File: src/rtl/sndbus_pkg.sv
// Package: shared operation code type for the sound-bus sequencer.
// Assumes the code is two bits: direction bit above mode bit.
package sndbus_pkg;
    typedef enum logic [1:0] {
        OP_IDLE  = 2'b00,
        OP_READ  = 2'b01,
        OP_WRITE = 2'b10,
        OP_LATCH = 2'b11
    } bus_op_e;
endpackage

File: src/rtl/sndbus_decode.sv
// Module: extracts the operation code from the port byte and flags a
// commit when a store-type code has been held for two sampled cycles.
// Assumes synchronous active-low reset; other port bits are ignored.
module sndbus_decode
    import sndbus_pkg::*;
#(
    parameter int PORT_W   = 8,
    parameter int CODE_LSB = 6
) (
    input  logic              clk,
    input  logic              rst_n,
    input  logic [PORT_W-1:0] ctl_port,
    output bus_op_e           op_now,
    output logic              commit
);
    localparam int CODE_MSB = CODE_LSB + 1;

    bus_op_e op_q;
    logic    unused_port_bits;

    // Current code taken straight from the port bits.
    assign op_now = bus_op_e'(ctl_port[CODE_MSB:CODE_LSB]);

    // Remaining port bits belong to other functions.
    assign unused_port_bits = ^{ctl_port[CODE_LSB-1:0]} ^
                              ((CODE_MSB < PORT_W - 1) ? ^ctl_port : 1'b0);

    // Remember the previous cycle's code for the stability test.
    always_ff @(posedge clk) begin
        if (!rst_n) op_q <= OP_IDLE;
        else        op_q <= op_now;
    end

    // Store-type codes (direction bit set) commit once stable.
    assign commit = op_now[1] && (op_now == op_q);

    AST_COMMIT_STABLE: assert property (@(posedge clk) disable iff (!rst_n)
        commit |-> (op_now == $past(op_now)));
endmodule

File: src/rtl/sndbus_select.sv
// Module: holds the register select and its validity flag.
// Assumes a latch request only arrives on a committed address code.
module sndbus_select #(
    parameter int DATA_W = 8,
    parameter int ADDR_W = 4
) (
    input  logic              clk,
    input  logic              rst_n,
    input  logic              latch_en,
    input  logic [DATA_W-1:0] din,
    output logic [ADDR_W-1:0] sel_q,
    output logic              sel_ok
);
    logic upper_clear;

    // Validity: the bits above the address field must be zero.
    assign upper_clear = (din[DATA_W-1:ADDR_W] == '0);

    // Capture select and validity on a committed latch.
    always_ff @(posedge clk) begin
        if (!rst_n) begin
            sel_q  <= '0;
            sel_ok <= 1'b1;
        end else if (latch_en) begin
            sel_q  <= din[ADDR_W-1:0];
            sel_ok <= upper_clear;
        end
    end

    AST_SEL_HOLD: assert property (@(posedge clk) disable iff (!rst_n)
        !latch_en |=> ($stable(sel_q) && $stable(sel_ok)));
    AST_SEL_CAPTURE: assert property (@(posedge clk) disable iff (!rst_n)
        latch_en |=> (sel_q == $past(din[ADDR_W-1:0])));
    AST_BAD_SEL: assert property (@(posedge clk) disable iff (!rst_n)
        (latch_en && (din[DATA_W-1:ADDR_W] != '0)) |=> !sel_ok);
endmodule

File: src/rtl/sndbus_regfile.sv
// Module: sixteen-entry (by default) byte register file, one write port,
// one asynchronous read port. Assumes wr_en already qualified.
module sndbus_regfile #(
    parameter int DATA_W = 8,
    parameter int ADDR_W = 4
) (
    input  logic              clk,
    input  logic              rst_n,
    input  logic              wr_en,
    input  logic [ADDR_W-1:0] addr,
    input  logic [DATA_W-1:0] wdata,
    output logic [DATA_W-1:0] rdata
);
    localparam int DEPTH = 1 << ADDR_W;

    logic [DATA_W-1:0] mem [DEPTH];

    for (genvar i = 0; i < DEPTH; i++) begin : g_ent
        // One storage entry, cleared by reset, loaded when addressed.
        always_ff @(posedge clk) begin
            if (!rst_n)                                mem[i] <= '0;
            else if (wr_en && (addr == ADDR_W'(i)))    mem[i] <= wdata;
        end
    end

    // Read port follows the address combinationally.
    assign rdata = mem[addr];

    AST_WR_LANDS: assert property (@(posedge clk) disable iff (!rst_n)
        wr_en |=> (mem[$past(addr)] == $past(wdata)));
endmodule

File: src/rtl/sndbus_ctrl.sv
// Module: top of the sound-bus sequencer. Decodes the port code, routes
// writes and latches, and drives the shared byte only for the read code.
// Assumes the shared byte is split into in/out/enable at the pad.
module sndbus_ctrl
    import sndbus_pkg::*;
#(
    parameter int PORT_W   = 8,
    parameter int CODE_LSB = 6,
    parameter int DATA_W   = 8,
    parameter int ADDR_W   = 4
) (
    input  logic              clk,
    input  logic              rst_n,
    input  logic [PORT_W-1:0] ctl_port,
    input  logic [DATA_W-1:0] bus_in,
    output logic [DATA_W-1:0] bus_out,
    output logic              bus_oe
);
    localparam int CODE_MSB = CODE_LSB + 1;

    bus_op_e           op_now;
    logic              commit;
    logic              latch_en;
    logic              wr_en;
    logic [ADDR_W-1:0] sel_q;
    logic              sel_ok;
    logic [DATA_W-1:0] rdata;

    sndbus_decode #(.PORT_W(PORT_W), .CODE_LSB(CODE_LSB)) u_decode (
        .clk      (clk),
        .rst_n    (rst_n),
        .ctl_port (ctl_port),
        .op_now   (op_now),
        .commit   (commit)
    );

    // Route a committed code to the select latch or the register file.
    assign latch_en = commit && (op_now == OP_LATCH);
    assign wr_en    = commit && (op_now == OP_WRITE) && sel_ok;

    sndbus_select #(.DATA_W(DATA_W), .ADDR_W(ADDR_W)) u_select (
        .clk      (clk),
        .rst_n    (rst_n),
        .latch_en (latch_en),
        .din      (bus_in),
        .sel_q    (sel_q),
        .sel_ok   (sel_ok)
    );

    sndbus_regfile #(.DATA_W(DATA_W), .ADDR_W(ADDR_W)) u_regfile (
        .clk   (clk),
        .rst_n (rst_n),
        .wr_en (wr_en),
        .addr  (sel_q),
        .wdata (bus_in),
        .rdata (rdata)
    );

    // Drive the shared byte only for the read code; all ones if invalid.
    always_comb begin
        bus_oe  = (op_now == OP_READ);
        bus_out = '0;
        if (bus_oe) bus_out = sel_ok ? rdata : '1;
    end

    AST_IDLE_QUIET: assert property (@(posedge clk) disable iff (!rst_n)
        (ctl_port[CODE_MSB:CODE_LSB] == 2'b00) |-> !bus_oe);
    AST_READ_DRIVES: assert property (@(posedge clk) disable iff (!rst_n)
        (ctl_port[CODE_MSB:CODE_LSB] == 2'b01) |-> bus_oe);
    AST_NO_WRITE_INVALID: assert property (@(posedge clk) disable iff (!rst_n)
        (!sel_ok && ctl_port[CODE_MSB]) |=> $stable(rdata) || $past(latch_en));
endmodule

File: config.mk
export PLATFORM = sky130hd
export DESIGN_NAME = sndbus_ctrl
export DESIGN_NICKNAME = d
export VERILOG_FILES = /design/src/rtl/sndbus_pkg.sv /design/src/rtl/sndbus_decode.sv /design/src/rtl/sndbus_select.sv /design/src/rtl/sndbus_regfile.sv /design/src/rtl/sndbus_ctrl.sv
export SDC_FILE = /design/constraint.sdc
export NUM_CORES = 1
export LEC_CHECK = 0
export ABC_AREA = 1
export BUFFER_PORTS_ARGS = -buffer_cell sky130_fd_sc_hd__buf_2
export CAP_MARGIN = 20
export CORE_ASPECT_RATIO = 1.1
export CORE_UTILIZATION = 43
export DETAILED_ROUTE_END_ITERATION = 8
export PLACE_DENSITY_LB_ADDON = 0.25
export SETUP_SLACK_MARGIN = 0.5
export SYNTH_ARGS = -nofsm -noshare
export SYNTH_HDL_FRONTEND = slang
export SYNTH_SLANG_ARGS = --single-unit
File: constraint.sdc
create_clock -name clk -period 2.7 [get_ports clk]
set_input_delay 0.54 -clock clk [delete_from_list [all_inputs] [get_ports clk]]
set_output_delay 0.54 -clock clk [all_outputs]
set_load 0.05 [all_outputs]
## Yosys cells after proc, flatten, opt, wreduce, memory -nomap -nowiden

Memory sizes are Yosys's and may differ from the RTL's. A register that Yosys moved wholly into a read port is not among the register bits.
Index checks and enable logic that the tools add are counted.

| operators by class | value |
|---|---|
| equality and inequality tests | 19 |
| mux-type cells | 69 |
| bitwise gates (word level) | 16 |
| reductions and logical operators | 22 |

Operators by type and width:

| cell | count |
|---|---|
| 8-bit 2-to-1 mux | 18 |
| 1-bit 2-to-1 mux | 49 |
| 4-bit equality test, second input constant | 8 |
| 1-bit logical AND | 20 |
| 4-bit by 3-bit equality test with 1-bit output, second input constant | 4 |
| 1-bit OR | 16 |
| 4-bit by 2-bit equality test with 1-bit output, second input constant | 2 |
| 4-bit logical NOT | 2 |
| 4-bit 2-to-1 mux | 2 |
| 2-bit equality test, second input constant | 2 |
| 4-bit by 1-bit equality test with 1-bit output, second input constant | 1 |
| 2-bit by 1-bit equality test with 1-bit output, second input constant | 1 |
| 2-bit equality test | 1 |

| storage, ports and cells | value |
|---|---|
| bits in registers | 7 |
| memory bits (writable) | 128 |
| input bits | 18 |
| output and inout bits | 9 |
| memories kept | 1 |

Memories:

| memory | depth | bits a word | rd ports | clocked after memory_dff | wr ports | RTL line | RTL |
|---|---|---|---|---|---|---|---|
| u_regfile.mem | 16 | 8 | 1 | 1 | 16 | sndbus_regfile.sv:16 | `logic [DATA_W-1:0] mem [DEPTH];` |

## Logic depth before layout (Yosys ltp)

| depth | value |
|---|---|
| word-level depth | 9 |
| mapped depth | 10 |

## By module

Synthesis repeated with hierarchy kept, for this count alone.

| unflattened totals | value |
|---|---|
| cell total of the unflattened synthesis | 781 |
| area total of the unflattened synthesis | 6528.8 µm² |

Modules (own cells, without submodules):

| module | times used | cells each | area an instance (µm²) |
|---|---|---|---|
| sndbus_regfile | 1 | 718 | 6152.2 |
| sndbus_select | 1 | 23 | 181.4 |
| sndbus_decode | 1 | 15 | 98.8 |
| sndbus_ctrl | 1 | 25 | 96.3 |

## Worst setup path before layout

No wires, ideal clock.

| timing path | value |
|---|---|
| path kind | in2out |
| start point | in ctl_port[6] |
| end point | out bus_out[0] |
| arrival time | 1963 ps |
| setup slack | 197 ps |
| stages | 4 |
| path buffers | 0 |
| cell sequence | inv_1 > nor2_1 > nand2_1 > inv_1 |

| on the way | value |
|---|---|
| longest elaborated chain between the ends | 2 |

RTL lines:

| item | RTL line | RTL |
|---|---|---|
| from (decl) | sndbus_ctrl.sv:14 | `input logic [PORT_W-1:0] ctl_port,` |
| 2-bit by 1-bit equality test with 1-bit output | sndbus_ctrl.sv:61 | `bus_oe = (op_now == OP_READ);` |
| named net bus_oe | sndbus_ctrl.sv:17 | `output logic bus_oe` |
| 8-bit 2-to-1 mux | sndbus_ctrl.sv:63 | `if (bus_oe) bus_out = sel_ok ? rdata : '1;` |
| to (decl) | sndbus_ctrl.sv:16 | `output logic [DATA_W-1:0] bus_out,` |

The timed path passes the listed nets, and every way through them passes these cells.

==> impl_metrics.csv <==
group,metric,value,unit
routing,first_pass_iters,5,
status,status,"completed",
place,port_buffers,20,
global_routing,grt_pass1_wl,25.12,mm
setup_path,endpoint_kind,"output pin",
sta,worst_slack,0.2082,ns
die,rows,46,
setup_path,r2r-end,"u_regfile.mem[1][5]",
synth,synth_area_leaders,"edfxtp_1 60%, nand2_1 10%, nand3_1 8.3%, nor2_1 7.7%, dfxtp_1 3.4%",
setup_path,start_kind,"register",
die,dieHeight,130.2,um
setup_path,crit_arrival,1.95,ns
routing,wirelength,16.59,mm
sta,hold_viol,0,
setup_path,worstPathRequired,2.16,ns
pwr,p_leak,3.346,nW
die,dieArea,15440,sq um
die,die_x,118.6,um
min_path,hold_start,"ctl_port[6]",
place,place_hpwl,10.07,mm
routing,wl_per_cell,18.05,um
layout,syn_to_final_growth,26.34,%
sta,tightest_slew,0.7373,ns
setup_path,rr_worst_depth,5,
sta,period_share,0.9229,
flow_run,maxCapViolCount,0,
cts,root_buffer,"clkbuf_16",
sta,clock.fmax,401.3,MHz
layout,nets,732,
sta,setup_viol,0,
sta,slew_headroom,0.5084,
synth,syn_inst,672,
routing,drcViolationCount,0,
cts,cts_tree,"built",
die,io-pin-count,27,
place,gp_congestion,0.8572,
routing,drt_first_iter_violations,512,
min_path,min_path_type,"input pin to register",
sta,rsz0062_at_grt,"yes",
global_routing,grt-ovfl-total,0,
setup_path,ff2ff_setup_slack,0.58,ns
min_path,holdPathEnd,"u_decode.op_q[0]",
pwr,powerDensity,644.2,nW/um^2
place,dp_slack,0.2717,ns
min_path,hold-path-cell-count,3,
layout,layout-drive-gt1-share,0.2737,
cts,clk_path_buf_depth,2,
cts,clk_pin_slew_worst_paths,0.06,ns
sta,fin_skew,0.007719,ns
global_routing,grt_pass1_vias,4595,
cts,htree_levels,4,
synth,yosys_warnings,0,
global_routing,gr-usage-all-layers,0.2239,
routing,vias_per_cell,5.346,
synth,synthesis.nets,690,
die,fp.coreArea,14500,sq um
sta,fin_tns_setup,0,ns
sta,slew_viol_final,0,
global_routing,grt_max_degree,40,
synth,syn-cell-area,6426,sq um
synth,synth_top_cell_area_share,0.5981,
cts,cts_inserted_buffers,17,
synth,yosys.area.top_type,"edfxtp_1",
synth,avgSynthCellArea,9.563,sq um
synth,synth_cell_types,20,
global_routing,antenna_found_initial,0,
die,start_util,0.4431,
sta,finalCriticalPeriod,2.492,ns
setup_path,path_max_fanout,6,
routing,dr_total_vias,4913,
setup_path,crit_type,"register to output pin",
synth,seq_area_frac_synth,0.6324,
pwr,peakVddDrop,0.4889,mV
synth,synth_seq_cells,139,
routing,antenna_left,0,
setup_path,crit-reg2reg-launch,"u_select.sel_ok",
cts,clkSinkCount,139,
cts,clkLatencyLatePin,0.43,ns
layout,diodes,0,
[through the flow]
stage | util | cell area [sq um] | total power, mW | std cells | hold slack (ns)
6_report | 0.5598 | 8119 | 5.230 | 919 | 0.3066
5_1_grt | 0.5598 | 8119 | 5.342 | 919 | 0.3381
4_1_cts | 0.5497 | 7973 | 5.223 | 919 | 0.2993
3_5_place_dp | 0.4707 | 6827 | 2.722 | 874 | 0.6140
3_3_place_gp | 0.4707 | 6827 | 2.715 | 874 | 0.6042
2_1_floorplan | - | 6429 | 2.625 | 672 | 0.5624
[area by class of cell]
class | count | area, sq um
Inverter | 38 | 162.7
Tap cell | 192 | 240.2
Clock buffer | 19 | 432.9
Timing Repair Buffer | 60 | 621.8
Fill cell | 1256 | 6385
Sequential cell | 139 | 4071
Clock inverter | 13 | 198.9
Multi-Input combinational cell | 458 | 2391
[routing by layer]
| layer | vias up | wire length [um] | global-route usage |
|---|---|---|---|
| li1 | 2337 | - | - |
| met5 | - | 0 | 0 |
| met1 | 2379 | 6556 | 0.2705 |
| met3 | 37 | 799 | 0.04283 |
| met4 | 0 | 550 | 0.1020 |
| met2 | 160 | 8685 | 0.3911 |
[where the power goes]
group | internal, mW | total (mW) | leakage [nW] | switching, mW
Sequential | 2.41 | 2.43 | 1.42 | 0.0213
Clock | 1.63 | 2.51 | 0.298 | 0.882
Combinational | 0.0862 | 0.290 | 1.63 | 0.203
Total | 4.12 | 5.23 | 3.35 | 1.11
[Yosys cell counts, drive strengths merged]
library cell and instances:
nor2 132, nand2 172, a21oi 4, clkinv 5, o211ai 1, buf 16
nand3 122, edfxtp 128, clkbuf 21, o21ai 20, nand4 1, dfxtp 11
nor3 6, inv 33
[layout by cell type (no fill, tap or decap), types with 17 or more instances in the layout]
cell type,netlist,final
nand3_2,16,72
nand3_1,106,50
edfxtp_1,128,128
o21ai_0,20,20
nand2_2,0,19
clkbuf_16,0,17
inv_1,31,22
nand2_1,172,153
nor2_1,132,131
buf_4,1,25
[critical path, stage by stage (launching register included)]
cell,delay (ns)
dfxtp_4,0.36
clkinvlp_4,0.13
buf_12,0.18
buf_8,0.13
nand3_2,0.08
nand3_2,0.08
nand2_2,0.08
nand2_2,0.06
nand3_1,0.09
nand2_1,0.08
inv_2,0.10
buf_8,0.14
[worst max path at each step]
stage	to	slack [ns]
finish	bus_out[7]	0.21
global route	bus_out[7]	0.14
CTS	bus_out[1]	0.25
detailed placement	bus_out[2]	0.27
global placement	bus_out[2]	0.33
floorplan	u_regfile.mem[0][0]	0.45
[cells by family (layout without fill, tap and decap cells)]
family,count (synthesis),count (layout),synth area share
compound gates,25,25,0.01986
buf+inv,75,130,0.04693
flops,139,139,0.6324
simple gates,433,433,0.3008
[registers in the layout, summed over array words and instances, names as in the netlist, named ones only]
signal / count
u_decode.op_q: 2
u_regfile.mem: 128
u_select.sel_ok: 1
u_select.sel_q: 4
[what timing repair did]
| item | CTS | global route |
|---|---|---|
| setup buffers | 11 | 0 |
| setup endpoints to repair | 8 | 8 |
| hold buffers | 0 | 0 |
| gates resized for setup | 89 | 44 |
| gates cloned | 2 | 0 |
| endpoints found under the hold margin | 0 | 0 |
| pin swaps | 39 | 15 |
Note: power is estimated with default switching activity, not from simulation.
